## src/rtl/dabit_pkg.sv

```systemverilog
package dabit_pkg;

    typedef enum logic [1:0] {
        PH_IDLE = 2'd0,
        PH_RUN  = 2'd1,
        PH_DONE = 2'd2
    } phase_e;

    typedef struct packed {
        logic clear;
        logic add;
        logic negate;
    } acc_op_t;

    // Address bit that selects tap j of a group of n taps (lowest tap at MSB).
    function automatic int lut_addr_bit(input int j, input int n);
        return n - 1 - j;
    endfunction

endpackage

```

## src/rtl/dabit_sample_bank.sv

```systemverilog
module dabit_sample_bank #(
    parameter int NTAPS = 8,
    parameter int SW    = 8,
    parameter int IW    = 3,
    parameter int BW    = 3
) (
    input  logic             clk,
    input  logic             rst,
    input  logic             wr_en,
    input  logic [IW-1:0]    wr_idx,
    input  logic [SW-1:0]    wr_data,
    input  logic [BW-1:0]    bit_sel,
    output logic [NTAPS-1:0] slice
);
    logic [SW-1:0] mem [NTAPS];

    always_ff @(posedge clk) begin
        if (rst) begin
            for (int i = 0; i < NTAPS; i++) mem[i] <= '0;
        end else if (wr_en && (int'(wr_idx) < NTAPS)) begin
            mem[wr_idx] <= wr_data;
        end
    end

    // Sample 0 lands on the slice MSB.
    for (genvar i = 0; i < NTAPS; i++) begin : g_slice
        assign slice[NTAPS-1-i] = mem[i][bit_sel];
    end
endmodule

```

## src/rtl/dabit_part_lut.sv

```systemverilog
module dabit_part_lut #(
    parameter int PT = 2,
    parameter int CW = 8,
    parameter int AW = 19,
    parameter logic [PT*CW-1:0] PCOEF = '0
) (
    input  logic [PT-1:0]        addr,
    output logic signed [AW-1:0] sum
);
    import dabit_pkg::*;

    localparam int ENT = 1 << PT;

    function automatic logic signed [AW-1:0] entry_val(input int a);
        logic signed [AW-1:0] s;
        logic signed [CW-1:0] c;
        s = '0;
        for (int j = 0; j < PT; j++) begin
            c = PCOEF[j*CW +: CW];
            if (((a >> lut_addr_bit(j, PT)) & 1) == 1) s = s + AW'(c);
        end
        return s;
    endfunction

    logic signed [AW-1:0] rom [ENT];

    for (genvar a = 0; a < ENT; a++) begin : g_rom
        assign rom[a] = entry_val(a);
    end

    assign sum = rom[addr];
endmodule

```

## src/rtl/dabit_shift_acc.sv

```systemverilog
module dabit_shift_acc #(
    parameter int AW = 19,
    parameter int BW = 3
) (
    input  logic                   clk,
    input  logic                   rst,
    input  dabit_pkg::acc_op_t     op,
    input  logic [BW-1:0]          bit_idx,
    input  logic signed [AW-1:0]   term,
    output logic signed [AW-1:0]   acc
);
    logic signed [AW-1:0] weighted;

    assign weighted = term <<< bit_idx;

    always_ff @(posedge clk) begin
        if (rst || op.clear) begin
            acc <= '0;
        end else if (op.add) begin
            if (op.negate) acc <= acc - weighted;
            else           acc <= acc + weighted;
        end
    end
endmodule

```

## src/rtl/dabit_fir.sv

```systemverilog
module dabit_fir #(
    parameter int NTAPS = 8,
    parameter int SW    = 8,
    parameter int CW    = 8,
    parameter int PT    = 2,
    parameter bit SIGNED_SAMPLES = 1'b0,
    parameter logic [NTAPS*CW-1:0] COEFS = 64'h0102030405060708,
    localparam int AW = CW + SW + $clog2(NTAPS),
    localparam int IW = (NTAPS > 1) ? $clog2(NTAPS) : 1
) (
    input  logic                 clk,
    input  logic                 rst,
    input  logic                 ld_valid,
    input  logic [IW-1:0]        ld_idx,
    input  logic [SW-1:0]        ld_data,
    input  logic                 start,
    output logic                 done,
    output logic signed [AW-1:0] result
);
    import dabit_pkg::*;

    localparam int NPART = NTAPS / PT;
    localparam int BW    = (SW > 1) ? $clog2(SW) : 1;
    localparam logic [BW-1:0] LAST = BW'(SW - 1);

    phase_e               phase_q;
    logic [BW-1:0]        bit_q;
    logic                 running;
    acc_op_t              op;
    logic [NTAPS-1:0]     slice;
    logic signed [AW-1:0] psum  [NPART];
    logic signed [AW-1:0] chain [NPART+1];

    assign running = (phase_q == PH_RUN);
    assign done    = (phase_q == PH_DONE);

    always_ff @(posedge clk) begin
        if (rst) begin
            phase_q <= PH_IDLE;
            bit_q   <= '0;
        end else begin
            unique case (phase_q)
                PH_IDLE: if (start) begin
                    phase_q <= PH_RUN;
                    bit_q   <= '0;
                end
                PH_RUN: begin
                    bit_q <= bit_q + BW'(1);
                    if (bit_q == LAST) phase_q <= PH_DONE;
                end
                PH_DONE: phase_q <= PH_IDLE;
                default: phase_q <= PH_IDLE;
            endcase
        end
    end

    always_comb begin
        op.clear  = (phase_q == PH_IDLE) && start;
        op.add    = running;
        op.negate = running && SIGNED_SAMPLES && (bit_q == LAST);
    end

    dabit_sample_bank #(.NTAPS(NTAPS), .SW(SW), .IW(IW), .BW(BW)) u_bank (
        .clk     (clk),
        .rst     (rst),
        .wr_en   (ld_valid && !running),
        .wr_idx  (ld_idx),
        .wr_data (ld_data),
        .bit_sel (bit_q),
        .slice   (slice)
    );

    assign chain[0] = '0;
    for (genvar p = 0; p < NPART; p++) begin : g_part
        dabit_part_lut #(
            .PT(PT), .CW(CW), .AW(AW),
            .PCOEF(COEFS[p*PT*CW +: PT*CW])
        ) u_lut (
            .addr (slice[NTAPS-1-p*PT -: PT]),
            .sum  (psum[p])
        );
        assign chain[p+1] = chain[p] + psum[p];
    end

    dabit_shift_acc #(.AW(AW), .BW(BW)) u_acc (
        .clk     (clk),
        .rst     (rst),
        .op      (op),
        .bit_idx (bit_q),
        .term    (chain[NPART]),
        .acc     (result)
    );
endmodule

```

## config.mk

```make
export PLATFORM = sky130hd
export DESIGN_NAME = dabit_fir
export DESIGN_NICKNAME = d
export VERILOG_FILES = /design/src/rtl/dabit_pkg.sv /design/src/rtl/dabit_sample_bank.sv /design/src/rtl/dabit_part_lut.sv /design/src/rtl/dabit_shift_acc.sv /design/src/rtl/dabit_fir.sv
export SDC_FILE = /design/constraint.sdc
export NUM_CORES = 1
export LEC_CHECK = 0
export BUFFER_PORTS_ARGS = -buffer_cell sky130_fd_sc_hd__buf_2
export CORE_ASPECT_RATIO = 1.5
export CORE_MARGIN = 2
export CORE_UTILIZATION = 60
export DETAILED_ROUTE_END_ITERATION = 8
export PLACE_DENSITY = 0.86
export SETUP_SLACK_MARGIN = 0.05
export SLEW_MARGIN = 30
export SYNTH_ARGS = -nofsm -noshare
export SYNTH_HDL_FRONTEND = slang
export SYNTH_SLANG_ARGS = --single-unit
export TNS_END_PERCENT = 10
```

## constraint.sdc

```tcl
create_clock -name clk -period 17.76 [get_ports clk]
set_input_delay 3.552 -clock clk [delete_from_list [all_inputs] [get_ports clk]]
set_output_delay 3.552 -clock clk [all_outputs]
set_load 0.05 [all_outputs]
```

# Yosys cells after proc, flatten, opt, wreduce, memory -nomap -nowiden
# Memory sizes are Yosys's and may differ from the RTL's.
# Cells that the tools add are included.
word_totals:
  inputBits: 15
  elab_cells: 74
  mem_bits_rw: 64
  register_bits: 24
  n_memories: 1
classes:
  n_bitwise: 4
  n_lt_le_gt_ge: 5
  reduce_logical: 9
  n_eq_ne: 5
  n_addsub: 5
  shift: 1
  n_mux: 41
memory_table:
  columns: ["memory", "depth", "word_bits", "read_ports", "rd_clocked_by_memory_dff", "write_ports", "line_no", "rtl"]
  rows:
  - ["u_bank.mem", 8, 8, 8, 0, 8, "dabit_sample_bank.sv:15", "logic [SW-1:0] mem [NTAPS];"]
op_table:
  columns: ["operator", "count"]
  rows:
  - ["$bmux 19 s2", 4]
  - ["$mux 19", 8]
  - ["$add 19x19->19", 4]
  - ["$bmux 1 s3", 8]
  - ["$sshl 19x3->19", 1]
  - ["$mux 1", 14]
  - ["$ge 3x3->1 const B", 4]
  - ["$not 2->3", 4]
  - ["$mux 8", 1]
  - ["$reduce_or 8->1", 1]
  - ["$mux 3", 2]
  - ["$pmux 3 s2", 1]
  - ["$lt 3x4->1 const B", 1]
  - ["$mux 2", 2]
  - ["$pmux 2 s2", 1]
  - ["$reduce_and 2->1", 2]
  - ["$add 3x1->3 const B", 1]
  - ["$eq 3x3->1 const B", 1]
  - ["$eq 2x1->1 const B", 1]
  - ["$eq 2x2->1 const B", 1]
  - ["$logic_and 1x1->1", 2]
  - ["$logic_not 2->1", 1]
  - ["$ne 2x1->1 const B", 1]
  - ["$ne 2x2->1 const B", 1]
  - ["3 further kinds", 3]

# Longest topological paths before layout
# An unclocked memory read counts as a cell.
logic_depth:
  depth_word: 12
  depth_mapped: 25

# Cells and area by module
# From an unflattened synthesis, not the netlist that was laid out.
unflattened:
  cells_unflattened: 877
  hier_area_um2: 8603.3
by_module_without_submodules:
  columns: ["mod", "seq_area_each_um2", "cells_each", "n_inst", "area_each_um2"]
  rows:
  - ["dabit_sample_bank", 1921.8, 193, 1, 2997.9]
  - ["dabit_shift_acc", 380.4, 327, 1, 2849.0]
  - ["dabit_fir", 100.1, 278, 1, 2173.3]
  - ["dabit_part_lut (g_part[0].u_lut ...)", 0.0, 20, 3, 146.4]
  - ["dabit_part_lut (g_part[1].u_lut)", 0.0, 19, 1, 143.9]

# Worst setup path before layout
# No wires, ideal clock.
synth_path:
  kind: "reg-to-reg"
  start: "reg bit_q[0]"
  end: "reg u_acc.acc[13]"
  synth_period_minus_slack_ns: 5.631
  t_arrival_ns: 5.504
  required_ns: 17.633
  path_slack_ns: 12.129
  setup_ns: 0.127
  path_stages_with_launch: 22
  path_cell_list: "dfxtp_1 -> clkbuf_1 -> buf_2 -> mux4_2 -> mux2i_1 -> fa_1 -> fa_1 -> inv_1 -> ha_1 -> fa_1 -> a21o_1 -> a21o_1 -> nor2_1 -> nor2_1 -> mux2_2 -> o21a_1 -> ha_1 -> nand2_1 -> a211oi_2 -> nor2_1 -> and4_1 -> or3_1"
synth_via:
  elab_chain_len: 11
synth_lines:
  columns: ["item", "line_no", "rtl"]
  rows:
  - ["start, declared", "dabit_fir.sv:27", "logic [BW-1:0] bit_q;"]
  - ["start signal, assigned", "dabit_fir.sv:48", "bit_q <= bit_q + BW'(1);"]
  - ["$bmux 1 s3", "dabit_sample_bank.sv:27", "assign slice[NTAPS-1-i] = mem[i][bit_sel];"]
  - ["$mux 1 (implied by the code)", "dabit_sample_bank.sv:27", null]
  - ["$not 2->3 (implied by the code)", "dabit_part_lut.sv:31", "assign sum = rom[addr];"]
  - ["$bmux 19 s2", "dabit_part_lut.sv:31", null]
  - ["$mux 19 (implied by the code) (2 in series)", "dabit_part_lut.sv:31", null]
  - ["$add 19x19->19 (3 in series)", "dabit_fir.sv:82", "assign chain[p+1] = chain[p] + psum[p];"]
  - ["$sshl 19x3->19 (*)", "dabit_shift_acc.sv:14", "assign weighted = term <<< bit_idx;"]
  - ["$add 19x19->19 (*)", "dabit_shift_acc.sv:21", "else acc <= acc + weighted;"]
  - ["end signal, assigned", "dabit_shift_acc.sv:20", "if (op.negate) acc <= acc - weighted;"]
  - ["end signal, assigned", "dabit_shift_acc.sv:21", null]
  - ["end, declared", "dabit_shift_acc.sv:10", "output logic signed [AW-1:0] acc"]
# Mark *: on every way between the ends. The rest lies on a longest branch, timed or not. The select of a mux whose other input is x is not followed.
# A chain may end at the register's enable or synchronous reset.

# Final worst setup path
# Ends and elaborated chain as after synthesis.

==> summary.md <==
| Metric | Value |
|---|---|
| Result of the run | `completed` |
| Main flop type after synthesis | `sky130_fd_sc_hd__edfxtp_1` |
| Setup ws final | `11,610 ps` |
| Synthesis-to-finish area growth | `10.8%` |
| Largest cells by area after synthesis | `sky130_fd_sc_hd__edfxtp_1, sky130_fd_sc_hd__dfxtp_1, sky130_fd_sc_hd__and2_1` |
| WP data arrival | `6380 ps` |
| Mean area per synthesized cell | `11.3 um^2` |
| Fraction of final layout cells with drive strength greater than 1 | `17.7%` |
| Vias in the first global route | `3,763` |
| Vias after detailed routing | `3,649` |
| FF+latch count, synth | `88` |
| Worst skew pair latency | `340 ps` |
| Number of input and output port buffers inserted | `34` |
| Sequential share of power | `42.5%` |
| Peak fanout along the critical path | `33` |
| I/O pins | `35` |
| Leading cell type in the layout, fill and taps excluded | `sky130_fd_sc_hd__and2_1` |
| Largest voltage drop on the vdd net | `0.0878 mV` |
| Critical Path End Type | `register` |
| Reg clk slew, reported paths | `70 ps` |
| Required arrival time at the worst endpoint | `17,990 ps` |
| Inserted Diodes | `0` |
| Warning count from the yosys run | `0` |
| CTS tree | `done` |
| Vias per std cell | `6.15` |
| Category of the most critical setup path | `register to register` |
| Overall die area | `9230 um^2` |
| Synthesized net count | `497` |
| Wire length of the first global-routing pass | `18.4 mm` |
| Drt first pass iters | `4` |
| Post-Syn Instances | `451` |
| Post-layout net count | `527` |
| Width of the die | `79.1 um` |
| Comb pwr share | `23.4%` |
| Weighted congestion reported at the end of routability-driven placement | `0.949` |
| Maximum frequency from static timing analysis | `163 MHz` |
| Slew at the pin with the worst max-slew slack | `883 ps` |
| Placeable Area | `8310 um^2` |
| TritonCTS Sinks | `88` |
| Drt drc | `0` |
| Initial antenna violation count | `0` |
| Most used cells in the layout excluding fill and tap cells | `sky130_fd_sc_hd__and2_1, sky130_fd_sc_hd__edfxtp_1, sky130_fd_sc_hd__buf_2` |
| Quantity of hold-fixing buffers added after cts | `0` |
| Worst setup timing slack at the placement stage | `11,680 ps` |
| EDFF count, synth | `64` |
| Number of max-slew violations in the final report | `0` |
| Fraction of synthesized cell area taken by the top area cell type | `37.8%` |
| Post-detailed-route wirelength per cell | `19.2 um` |
| Number of buffers created by CTS | `9` |
| Setup violation total in the final timing report | `0` |
| Total wire length after detailed routing | `11.4 mm` |
| Post-route setup TNS | `0 ps` |
| Max-cap violation count | `0` |
| CTS-repair resized insts | `0` |
| Number of DRC violations after detailed-routing iteration 0 | `247` |
| Die height | `117 um` |
| Power density over the cells | `97.7 nW/um^2` |
| CTS HTree Levels | `3` |
| Cell Int Power | `388 uW` |
| Hold/Removal Path Class | `register to register` |
| Portion of the clock cycle consumed by the worst path in the final layout | `34.6%` |
| Unrepaired setup endpoints after global routing | `no` |
| Time the worst path needs with I/O delays and setup | `6150 ps` |
| Sum of overflow across all layers after global routing | `0` |
| Static leakage | `2.28 nW` |
| Count of different cell masters after synthesis | `54` |
| Sequential cell area fraction in the yosys report | `47.3%` |
| Remaining antenna violation count | `0` |
| Async set-reset flop share out of synthesis | `0%` |
| Final HPWL DP | `8.11 mm` |
| Setup clock skew after layout | `7.20 ps` |
| Fraction of power spent switching nets | `29.5%` |
| # rows | `41` |
| Final hold vios | `0` |
| Total GRT Usage | `26.9%` |
| Maximum number of pins on one net before global-route repair | `34` |
| Clock buffer depth | `2` |
| Critical Path Start Type | `register` |
| Post-synthesis instance area | `5080 um^2` |
| Number of setup buffers added after CTS | `0` |
| Clock network fraction of design power | `34.1%` |
| Largest area contributor in the synthesized netlist | `sky130_fd_sc_hd__edfxtp_1` |
| Power spent charging and discharging nets | `162 uW` |
| Starting utilization of the core area | `61.1%` |
| Tightest slew margin relative to the limit | `41.1%` |
| Clock root buffer | `sky130_fd_sc_hd__clkbuf_16` |
## Yosys cell counts (5+ instances only)
cell and instances:
sky130_fd_sc_hd__and2_1 65, sky130_fd_sc_hd__edfxtp_1 64, sky130_fd_sc_hd__a21oi_1 32, sky130_fd_sc_hd__nor2_1 28, sky130_fd_sc_hd__nand2_1 25, sky130_fd_sc_hd__dfxtp_1 24
sky130_fd_sc_hd__ha_1 24, sky130_fd_sc_hd__mux4_2 16, sky130_fd_sc_hd__clkbuf_1 12, sky130_fd_sc_hd__o21ai_0 12, sky130_fd_sc_hd__inv_1 11, sky130_fd_sc_hd__nand3_1 11
sky130_fd_sc_hd__mux2i_1 10, sky130_fd_sc_hd__a21o_1 9, sky130_fd_sc_hd__or2_2 8, sky130_fd_sc_hd__fa_1 7, sky130_fd_sc_hd__nand4_1 6, sky130_fd_sc_hd__nor2b_1 6
sky130_fd_sc_hd__nor3_1 6, sky130_fd_sc_hd__mux2_2 5
## registers in the layout (all words and copies together) (netlist names)
register    count
bit_q           3
u_bank.mem     64
u_acc.acc      19
phase_q         2
## through the flow
step	cells	cell area [um^2]	utilization [%]	hold WS, ps	total power, mW
after floorplan	451	5080	-	500	0.333
after global placement	577	5340	64.3	462	0.359
after detailed placement	577	5340	64.3	482	0.364
after CTS	593	5630	67.8	491	0.550
after global routing	593	5630	67.8	505	0.573
final	593	5630	67.8	479	0.550
## logic make-up (layout without fill, tap and decap cells)
family,Yosys count,in the layout,share of synthesized area (%)
simple gates,175,175,19.0
compound gates,88,88,11.3
flops,88,88,47.3
xor+xnor,7,7,1.21
mux,31,31,10.2
fa+ha+maj,31,31,8.67
buf+inv,31,66,2.39
## power groups by stage
stage | clock network, mW | logic (mW) | registers (mW)
floorplan | 0 | 0.0895 | 0.243
global placement | 0 | 0.122 | 0.237
detailed placement | 0 | 0.126 | 0.238
finish | 0.187 | 0.129 | 0.234
global route | 0.196 | 0.142 | 0.234
CTS | 0.188 | 0.129 | 0.234
## worst max-delay path, stage by stage (launching register included)
cell and delay [ps]:
sky130_fd_sc_hd__dfxtp_1 310, sky130_fd_sc_hd__buf_4 400, sky130_fd_sc_hd__mux4_2 570, sky130_fd_sc_hd__mux2i_1 300, sky130_fd_sc_hd__fa_1 500, sky130_fd_sc_hd__fa_1 550
sky130_fd_sc_hd__inv_1 40, sky130_fd_sc_hd__ha_1 220, sky130_fd_sc_hd__fa_1 420, sky130_fd_sc_hd__a21o_1 200, sky130_fd_sc_hd__a21o_1 220, sky130_fd_sc_hd__nor2_1 100
sky130_fd_sc_hd__nor2_1 60, sky130_fd_sc_hd__a21oi_1 230, sky130_fd_sc_hd__mux2i_1 110, sky130_fd_sc_hd__ha_1 370, sky130_fd_sc_hd__a21oi_1 400, sky130_fd_sc_hd__o21ai_0 200
sky130_fd_sc_hd__nor2_1 330, sky130_fd_sc_hd__o21ai_0 160, sky130_fd_sc_hd__or3_1 310
## area by class of cell
cell class | instances | area [um^2]
tap | 107 | 134
fill | 644 | 2680
timing repair buffer | 39 | 208
clock buffer | 10 | 229
sequential | 88 | 2400
multi-input combinational | 332 | 2560
clock inverter | 6 | 60.1
inverter | 11 | 41.3
## final timing paths
path / startpoint / endpoint / slack [ps] / depth (start not counted)
worst min-delay path: u_acc.acc[0] / u_acc.acc[0] / 480 / 2
worst min register to register: u_acc.acc[0] / u_acc.acc[0] / 480 / 2
worst max-delay path: bit_q[0] / u_acc.acc[13] / 11610 / 20
worst max register to register: bit_q[0] / u_acc.acc[13] / 11610 / 20
## layer usage
layer / track usage (%) / vias up / wire, um
met5: 0 / - / 0
met4: 14.4 / 0 / 395
met3: 4.02 / 31 / 347
met2: 50.6 / 97 / 6370
met1: 28.8 / 1796 / 4250
li1: - / 1725 / -
Power figures use the tool's default switching activity.
